--- src/rtl/uart_rxh_pkg.sv ---
package uart_rxh_pkg;

    localparam int RXH_DATA_W = 8;
    localparam int RXH_LVL_W  = 5;
    localparam int RXH_STAT_W = 32;
    localparam int RXH_RX_LSB = 0;
    localparam int RXH_TX_LSB = 16;
    localparam int RXH_DEPTH  = 1;

    typedef struct packed {
        logic full;
        logic empty;
        logic idle;
    } rxh_flags_t;

    localparam rxh_flags_t RXH_FLAGS_IDLE = '{full: 1'b0, empty: 1'b1, idle: 1'b1};
    localparam rxh_flags_t RXH_FLAGS_LOADED = '{full: 1'b1, empty: 1'b0, idle: 1'b0};

    typedef enum logic [1:0] {
        LVL_HOLD = 2'd0,
        LVL_INC  = 2'd1,
        LVL_DEC  = 2'd2,
        LVL_CLR  = 2'd3
    } rxh_lvl_op_e;

    function automatic rxh_lvl_op_e rxh_pick_op(input logic clr, input logic inc, input logic dec);
        if (clr)
            return LVL_CLR;
        else if (inc && !dec)
            return LVL_INC;
        else if (dec && !inc)
            return LVL_DEC;
        else
            return LVL_HOLD;
    endfunction

endpackage

--- src/rtl/rxh_level_ctr.sv ---
module rxh_level_ctr
    import uart_rxh_pkg::*;
#(
    parameter int LVL_W = RXH_LVL_W
) (
    input  logic             clk,
    input  logic             rst,
    input  logic             clr_i,
    input  logic             inc_i,
    input  logic             dec_i,
    output logic [LVL_W-1:0] level_o,
    output logic             nonzero_o,
    output logic             to_zero_o
);
    localparam logic [LVL_W-1:0] ONE = LVL_W'(1);

    logic [LVL_W-1:0] level_q;
    rxh_lvl_op_e      op;

    assign op = rxh_pick_op(clr_i, inc_i, dec_i);

    always_ff @(posedge clk) begin
        if (rst) begin
            level_q <= '0;
        end else begin
            case (op)
                LVL_CLR: level_q <= '0;
                LVL_INC: level_q <= level_q + ONE;
                LVL_DEC: level_q <= level_q - ONE;
                default: level_q <= level_q;
            endcase
        end
    end

    assign level_o   = level_q;
    assign nonzero_o = (level_q != '0);
    assign to_zero_o = (op == LVL_DEC) && (level_q == ONE);
endmodule

--- src/rtl/rxh_flag_reg.sv ---
module rxh_flag_reg
    import uart_rxh_pkg::*;
(
    input  logic       clk,
    input  logic       rst,
    input  logic       clr_i,
    input  logic       load_i,
    input  logic       drain_i,
    input  logic       last_i,
    output rxh_flags_t flags_o
);
    rxh_flags_t flags_q;

    always_ff @(posedge clk) begin
        if (rst || clr_i) begin
            flags_q <= RXH_FLAGS_IDLE;
        end else if (load_i) begin
            flags_q <= RXH_FLAGS_LOADED;
        end else if (drain_i) begin
            flags_q.full <= 1'b0;
            if (last_i) begin
                flags_q.empty <= 1'b1;
                flags_q.idle  <= 1'b1;
            end
        end
    end

    assign flags_o = flags_q;
endmodule

--- src/rtl/rxh_data_reg.sv ---
module rxh_data_reg #(
    parameter int DATA_W = 8
) (
    input  logic              clk,
    input  logic              rst,
    input  logic              load_i,
    input  logic [DATA_W-1:0] din_i,
    output logic [DATA_W-1:0] dout_o
);
    logic [DATA_W-1:0] data_q;

    always_ff @(posedge clk) begin
        if (rst)
            data_q <= '0;
        else if (load_i)
            data_q <= din_i;
    end

    assign dout_o = data_q;
endmodule

--- src/rtl/rxh_status_pack.sv ---
module rxh_status_pack #(
    parameter int LVL_W  = 5,
    parameter int STAT_W = 32,
    parameter int RX_LSB = 0,
    parameter int TX_LSB = 16
) (
    input  logic [LVL_W-1:0]  rx_level_i,
    input  logic [LVL_W-1:0]  tx_level_i,
    output logic [STAT_W-1:0] status_o
);
    for (genvar b = 0; b < STAT_W; b++) begin : g_bit
        if (b >= RX_LSB && b < RX_LSB + LVL_W) begin : g_rx
            assign status_o[b] = rx_level_i[b - RX_LSB];
        end else if (b >= TX_LSB && b < TX_LSB + LVL_W) begin : g_tx
            assign status_o[b] = tx_level_i[b - TX_LSB];
        end else begin : g_zero
            assign status_o[b] = 1'b0;
        end
    end
endmodule

--- src/rtl/uart_rx_hold.sv ---
module uart_rx_hold
    import uart_rxh_pkg::*;
#(
    parameter int DATA_W = RXH_DATA_W,
    parameter int LVL_W  = RXH_LVL_W,
    parameter int STAT_W = RXH_STAT_W,
    parameter int RX_LSB = RXH_RX_LSB,
    parameter int TX_LSB = RXH_TX_LSB
) (
    input  logic              clk,
    input  logic              rst,
    input  logic              rx_valid_i,
    input  logic [DATA_W-1:0] rx_byte_i,
    output logic              rx_ready_o,
    input  logic              rd_data_strobe_i,
    input  logic              rx_en_i,
    input  logic              rx_rst_i,
    input  logic [LVL_W-1:0]  tx_level_i,
    output logic [DATA_W-1:0] rd_data_o,
    output logic              flag_full_o,
    output logic              flag_empty_o,
    output logic              flag_idle_o,
    output logic [STAT_W-1:0] fifo_status_o
);
    rxh_flags_t       flags;
    logic [LVL_W-1:0] rx_level;
    logic             lvl_nonzero;
    logic             lvl_to_zero;
    logic             accept;
    logic             consume;

    assign rx_ready_o = rx_en_i && !flags.full && !rx_rst_i;
    assign accept     = rx_valid_i && rx_ready_o;
    assign consume    = rd_data_strobe_i && rx_en_i && lvl_nonzero && !rx_rst_i;

    rxh_level_ctr #(.LVL_W(LVL_W)) i_level (
        .clk       (clk),
        .rst       (rst),
        .clr_i     (rx_rst_i),
        .inc_i     (accept),
        .dec_i     (consume),
        .level_o   (rx_level),
        .nonzero_o (lvl_nonzero),
        .to_zero_o (lvl_to_zero)
    );

    rxh_flag_reg i_flags (
        .clk     (clk),
        .rst     (rst),
        .clr_i   (rx_rst_i),
        .load_i  (accept),
        .drain_i (consume),
        .last_i  (lvl_to_zero),
        .flags_o (flags)
    );

    rxh_data_reg #(.DATA_W(DATA_W)) i_data (
        .clk    (clk),
        .rst    (rst),
        .load_i (accept),
        .din_i  (rx_byte_i),
        .dout_o (rd_data_o)
    );

    rxh_status_pack #(
        .LVL_W  (LVL_W),
        .STAT_W (STAT_W),
        .RX_LSB (RX_LSB),
        .TX_LSB (TX_LSB)
    ) i_pack (
        .rx_level_i (rx_level),
        .tx_level_i (tx_level_i),
        .status_o   (fifo_status_o)
    );

    assign flag_full_o  = flags.full;
    assign flag_empty_o = flags.empty;
    assign flag_idle_o  = flags.idle;
endmodule

--- config.mk ---
export PLATFORM = sky130hd
export DESIGN_NAME = uart_rx_hold
export DESIGN_NICKNAME = d
export VERILOG_FILES = /design/src/rtl/uart_rxh_pkg.sv /design/src/rtl/rxh_level_ctr.sv /design/src/rtl/rxh_flag_reg.sv /design/src/rtl/rxh_data_reg.sv /design/src/rtl/rxh_status_pack.sv /design/src/rtl/uart_rx_hold.sv
export SDC_FILE = /design/constraint.sdc
export NUM_CORES = 1
export LEC_CHECK = 0
export ABC_CLOCK_PERIOD_IN_PS = 6100
export BUFFER_PORTS_ARGS = -buffer_cell sky130_fd_sc_hd__buf_2
export CAP_MARGIN = 20
export CORE_MARGIN = 1.5
export CORE_UTILIZATION = 46
export DETAILED_ROUTE_END_ITERATION = 7
export GPL_TIMING_DRIVEN = 0
export PLACE_DENSITY = 0.93
export SYNTH_ARGS = -nofsm -noshare
export SYNTH_HDL_FRONTEND = slang
export SYNTH_SLANG_ARGS = --single-unit
--- constraint.sdc ---
create_clock -name clk -period 6.1 [get_ports clk]
set_clock_uncertainty 0.15 [all_clocks]
set_input_delay 0.61 -clock clk [delete_from_list [all_inputs] [get_ports clk]]
set_output_delay 0.61 -clock clk [all_outputs]
set_load 0.02 [all_outputs]
# ---- Word-level counts from Yosys, hierarchy flattened
# Cells that the tools add are included.
dict set report word_totals {
  regBits 16
  latchBits 0
  ramBits 0
  mem_bits_ro 0
  in_bits 19
  word_cells 37
  mem_count 0
}
dict set report classes {
  n_addsub 2
  n_mul 0
  n_div 0
  order_cmp 0
  n_eq_ne 4
  shifts 0
  muxes 7
  bitwise_logic 0
  n_reduce_logical 19
}
# op count
set ops {}
lappend ops {{one-hot mux 5 bit (3 select lines)} 1}
lappend ops {{logical AND 1 bit} 9}
lappend ops {{two-way mux 2 bit} 4}
lappend ops {{two-way mux 3 bit} 2}
lappend ops {{adder 5 x 1 -> 5 bit, second input constant} 1}
lappend ops {{== test 5 x 1 -> 1 bit, second input constant} 1}
lappend ops {{nonzero test 5 bit} 1}
lappend ops {{subtractor 5 x 1 -> 5 bit, second input constant} 1}
lappend ops {{== test 2 bit, second input constant} 2}
lappend ops {{logical NOT 1 bit} 4}
lappend ops {{nonzero test 2 bit} 2}
lappend ops {{nonzero test 3 bit} 1}
lappend ops {{== test 2 x 1 -> 1 bit, second input constant} 1}
lappend ops {{AND reduction 2 bit} 1}
lappend ops {{logical OR 1 bit} 1}

# ---- Longest topological paths before layout
dict set report depth {
  word_depth 14
  ltp_mapped 11
  mapped_depth_nobuf 10
}

# ---- Hierarchy
# A second synthesis with hierarchy kept.
dict set report unflattened {
  hier_cells 126
  hier_area_um2 1087.3
}
# module n_inst cells_each area_per_inst_um2 seq_area_each_um2
set modules_own_cells {}
lappend modules_own_cells {rxh_level_ctr 1 56 451.7 100.1}
lappend modules_own_cells {rxh_data_reg 1 26 285.3 160.2}
lappend modules_own_cells {rxh_status_pack 1 33 244.0 0.0}
lappend modules_own_cells {rxh_flag_reg 1 8 75.1 40.0}
lappend modules_own_cells {uart_rx_hold 1 3 31.3 0.0}

# ---- Least setup slack after synthesis
# Ideal clock, no wire load.
dict set report synth_timing {
  kind {input -> register}
  startpoint {input port rx_en_i}
  endpoint {register i_level.level_q[3] (netlist: i_level.level_o[3])}
  setup_time_ps 70
  arrival_ps 2990
  slack_ps 2890
  path_stages 9
  path_cell_list {nor3b_1 nand2_1 a21o_1 inv_1 ha_1 clkbuf_1 a21oi_1 or4b_2 a21oi_1}
}
dict set report synth_via {
  elab_chain_len 10
  word_cells_on_any_way 18
  cone_classes {eq/ne (3); mux (4); reduce/logical (11)}
}
# item line_no
set synth_lines {}
lappend synth_lines {{from (decl)} uart_rx_hold.sv:16} ;# input logic rx_en_i,
lappend synth_lines {{logical AND 1 bit (2 in series)} uart_rx_hold.sv:32} ;# assign rx_ready_o = rx_en_i && !flags.full && !rx_rst_i;
lappend synth_lines {{logical AND 1 bit} uart_rx_hold.sv:33} ;# assign accept = rx_valid_i && rx_ready_o;
lappend synth_lines {{logical NOT 1 bit} uart_rxh_pkg.sv:31} ;# else if (dec && !inc)
lappend synth_lines {{logical AND 1 bit} uart_rxh_pkg.sv:31}
lappend synth_lines {{two-way mux 2 bit} uart_rxh_pkg.sv:31}
lappend synth_lines {{two-way mux 2 bit (*)} uart_rxh_pkg.sv:29} ;# else if (inc && !dec)
lappend synth_lines {{two-way mux 2 bit (*)} uart_rxh_pkg.sv:27} ;# if (clr)
lappend synth_lines {{== test 2 bit / == test 2 x 1 -> 1 bit (equally long branches)} rxh_level_ctr.sv:26} ;# case (op)
lappend synth_lines {{one-hot mux 5 bit (3 select lines) / nonzero test 3 bit (equally long branches)} -}
lappend synth_lines {{to (signal assigned)} rxh_level_ctr.sv:28} ;# LVL_INC: level_q <= level_q + ONE;
lappend synth_lines {{to (signal assigned)} rxh_level_ctr.sv:29} ;# LVL_DEC: level_q <= level_q - ONE;
lappend synth_lines {{to (signal assigned)} rxh_level_ctr.sv:30} ;# default: level_q <= level_q;
lappend synth_lines {{to (decl)} rxh_level_ctr.sv:17} ;# logic [LVL_W-1:0] level_q;
# Every way passes the cells marked *; elsewhere a longest branch is shown, timed or not.
# A chain may end at the register's enable or synchronous reset.

# ---- Worst setup path in the final report
dict set report layout_timing {
  startpoint {register i_level.level_q[0] (netlist: i_level.level_o[0])}
  endpoint {register i_level.level_q[3] (netlist: i_level.level_o[3])}
}
dict set report layout_via {
  elab_chain_len 9
  word_cells_on_any_way 16
  cone_classes {add/sub (2); eq/ne (3); mux (4); reduce/logical (7)}
}
# item line_no
set layout_lines {}
lappend layout_lines {{nonzero test 5 bit} rxh_level_ctr.sv:36} ;# assign nonzero_o = (level_q != '0);
lappend layout_lines {{logical AND 1 bit (2 in series)} uart_rx_hold.sv:34} ;# assign consume = rd_data_strobe_i && rx_en_i && lvl_nonzero && !rx_rst_i;
lappend layout_lines {{logical AND 1 bit / logical NOT 1 bit (equally long branches)} {uart_rxh_pkg.sv:31, uart_rxh_pkg.sv:29}}
lappend layout_lines {{two-way mux 2 bit / logical AND 1 bit (equally long branches)} {uart_rxh_pkg.sv:31, uart_rxh_pkg.sv:29}}
lappend layout_lines {{two-way mux 2 bit} uart_rxh_pkg.sv:29}
lappend layout_lines {{two-way mux 2 bit} uart_rxh_pkg.sv:27}
lappend layout_lines {{== test 2 bit / == test 2 x 1 -> 1 bit (equally long branches)} rxh_level_ctr.sv:26}
lappend layout_lines {{one-hot mux 5 bit (3 select lines) / nonzero test 3 bit (equally long branches)} -}
# Several ways; a longest one is shown, not always the timed one.

==> results_dict.tcl <==
set metrics [dict create \
    finalSetupTns_ps 0 \
    fin_area_um2 1370 \
    vias 988 \
    syn-cell-area_um2 1050 \
    start_kind "register" \
    grt_use_total 0.162 \
    report.final.slew_viol_count 0 \
    grt_max_degree 11 \
    synthArstFlopShare 0 \
    hold_start "i_data.dout_o[0]" \
    crit_arrival_ps 2920 \
    cts_setup_buffers 0 \
    drcViolationCount 0 \
    post-route-period-util 0.468 \
    numCtsBuffers 3 \
    core_area_um2 2190 \
    antenna_found_initial 0 \
    status "finished clean" \
    n_antenna_cell 0 \
    crit_start "i_level.level_o[0]" \
    path_class "reg -> reg" \
    synth_warnings 0 \
    grt_pass1_vias 800 \
    cts_resized 0 \
    hold_buffers 0 \
    yosys.area.top_type "dfxtp_1" \
    ir_drop_v 0.000159 \
    leakagePower_uw 0.000697 \
    start_util 0.480 \
    maxCapViolCount 0 \
    rows 17 \
    syn2layout_area_growth_pct 30.1 \
    drtIter0Drc 13 \
    ys_ff_latch 15 \
    ys.flop_type "dfxtp_1" \
    yosysUniqueCellTypes 35 \
    final_nets 219 \
    seq_area_frac_synth 0.285 \
    max_freq_mhz 350 \
    hp-class "reg -> reg" \
    cts_tree "yes" \
    cts.htree.levels 1 \
    root_buffer "clkbuf_4" \
    avgSynthCellArea_um2 7.97 \
    drtPass1Iterations 3 \
    yosysTopAreaCellShare 0.285 \
    postPlaceCellArea_um2 1340 \
    grt_pass1_wl_um 3270 \
    die_h_um 50.8 \
    grt_overflow_total 0 \
    crit_fanout 10 \
    portBuffers 35 \
    die_area_um2 2580 \
    clkSinkCount 15 \
    synthCells 132 \
    totalWireLength_um 1980 \
    endpoint_kind "register" \
    finalSetupViolations 0 \
    insertion_delay_ps 280 \
    synth.area.top_cells "dfxtp_1 (29%), buf_4 (21%), ha_1 (8.3%)" \
    cts_max_path_buffers 2 \
    antenna_left 0 \
    die_w_um 50.8 \
    ioPinCount 63 \
    fillers 209 \
    power_density_nw_per_um2 175 \
    routabilityCongestion 0.813 \
    hold_viol_final 0 \
    cp.required_ps 6170 \
    regToRegStartpoint "i_level.level_o[0]" \
    dp_hpwl_um 1570 \
    wl_per_cell_um 9.01 \
    vias_per_cell 4.49 \
    synth_edf_count 0 \
    finalCriticalPeriod_ps 2850 \
    rsz0062_at_grt "false" \
    clk_pin_slew_ps 90 \
    drive_above_1_share 0.375 \
]
## through the flow
stage                     std cells  utilization  setup WS (ps)  hold slack [ps]  total power (µW)
after global placement          216        0.612           3050              289               184
after floorplan                 153            -           2890              385               169
final                           220        0.625           3250              306               240
after CTS                       220        0.625           3230              309               243
after global routing            220        0.625           3030              340               256
after detailed placement        216        0.612           3000              295               185
## report_power, final
| part | total, µW | switching, µW | internal (µW) |
|---|---|---|---|
| sequential | 106 | 3.99 | 102 |
| clock | 56.8 | 32.5 | 24.3 |
| combinational | 77.4 | 44.7 | 32.7 |
| total | 240 | 81.2 | 159 |
## state kept, by name, indices dropped and copies added (netlist names)
signal	count
i_data.dout_o	8
i_level.level_o	5
i_flags.flags_o	2
## area by class of cell
class                      instances  area, µm²  share of cell area
buffer                            34        245               0.179
clock buffer                       3       22.5              0.0165
clock inverter                     1       5.00             0.00366
inverter                           3       11.3             0.00823
multi-input combinational        101        574               0.420
sequential                        15        300               0.219
tap                               28       35.0              0.0256
timing repair buffer              35        175               0.128
## cells in the mapped netlist, types with 2 or more instances
| cell type | count |
|---|---|
| nor4_1 | 2 |
| nand2_1 | 18 |
| dfxtp_1 | 15 |
| nand2b_1 | 3 |
| a21oi_1 | 16 |
| buf_4 | 29 |
| nor2_1 | 7 |
| inv_1 | 3 |
| o21ai_0 | 2 |
| nor3_1 | 3 |
| nand3_1 | 2 |
| clkbuf_1 | 3 |
| ha_1 | 7 |
## cells in the final DEF, fill, tap and decap left out, types with 2 or more instances in the layout
cell type  count
nor4_1         2
inv_1          3
nand2_1       18
a21oi_1       16
dfxtp_1       15
conb_1        22
nor2_1         7
clkbuf_1       3
o21ai_0        2
clkbuf_4       3
nor3_1         3
buf_4         29
nand3_1        2
nand2b_1       3
buf_2         36
ha_1           7
## critical path: stages, from the launching register on
cell,delay [ps]
dfxtp_1,510
inv_1,130
ha_1,220
a21oi_1,260
a21o_1,190
ha_1,140
buf_4,150
or4b_1,460
a2111oi_2,370
a21oi_1,70
a21oi_1,140
## cells by family after synthesis
family | after synthesis | share of synthesized area
and+or+nand+nor | 44 | 0.208
other | 1 | 0.00356
DFF | 15 | 0.285
xor gates and xnor gates | 1 | 0.00832
adders and majority gates | 7 | 0.0832
AOI/OAI and AO/OA | 26 | 0.158
buffers and inverters | 37 | 0.244
muxes | 1 | 0.00951
## path summary, 6_finish.rpt
check                                     endpoint  slack, ps  depth (start not counted)
worst max-delay path            i_level.level_o[3]       3250                         10
worst min-delay path              i_data.dout_o[0]        310                          2
worst max register to register  i_level.level_o[3]       3250                         10
worst min register to register    i_data.dout_o[0]        310                          2
## metal layers
metal / share of wire / global-route usage
met5: 0 / 0
met4: 0 / 0.0270
met3: 0.063 / 0.0439
met2: 0.52 / 0.311
met1: 0.42 / 0.178
Note: power is estimated with default switching activity, not from simulation.
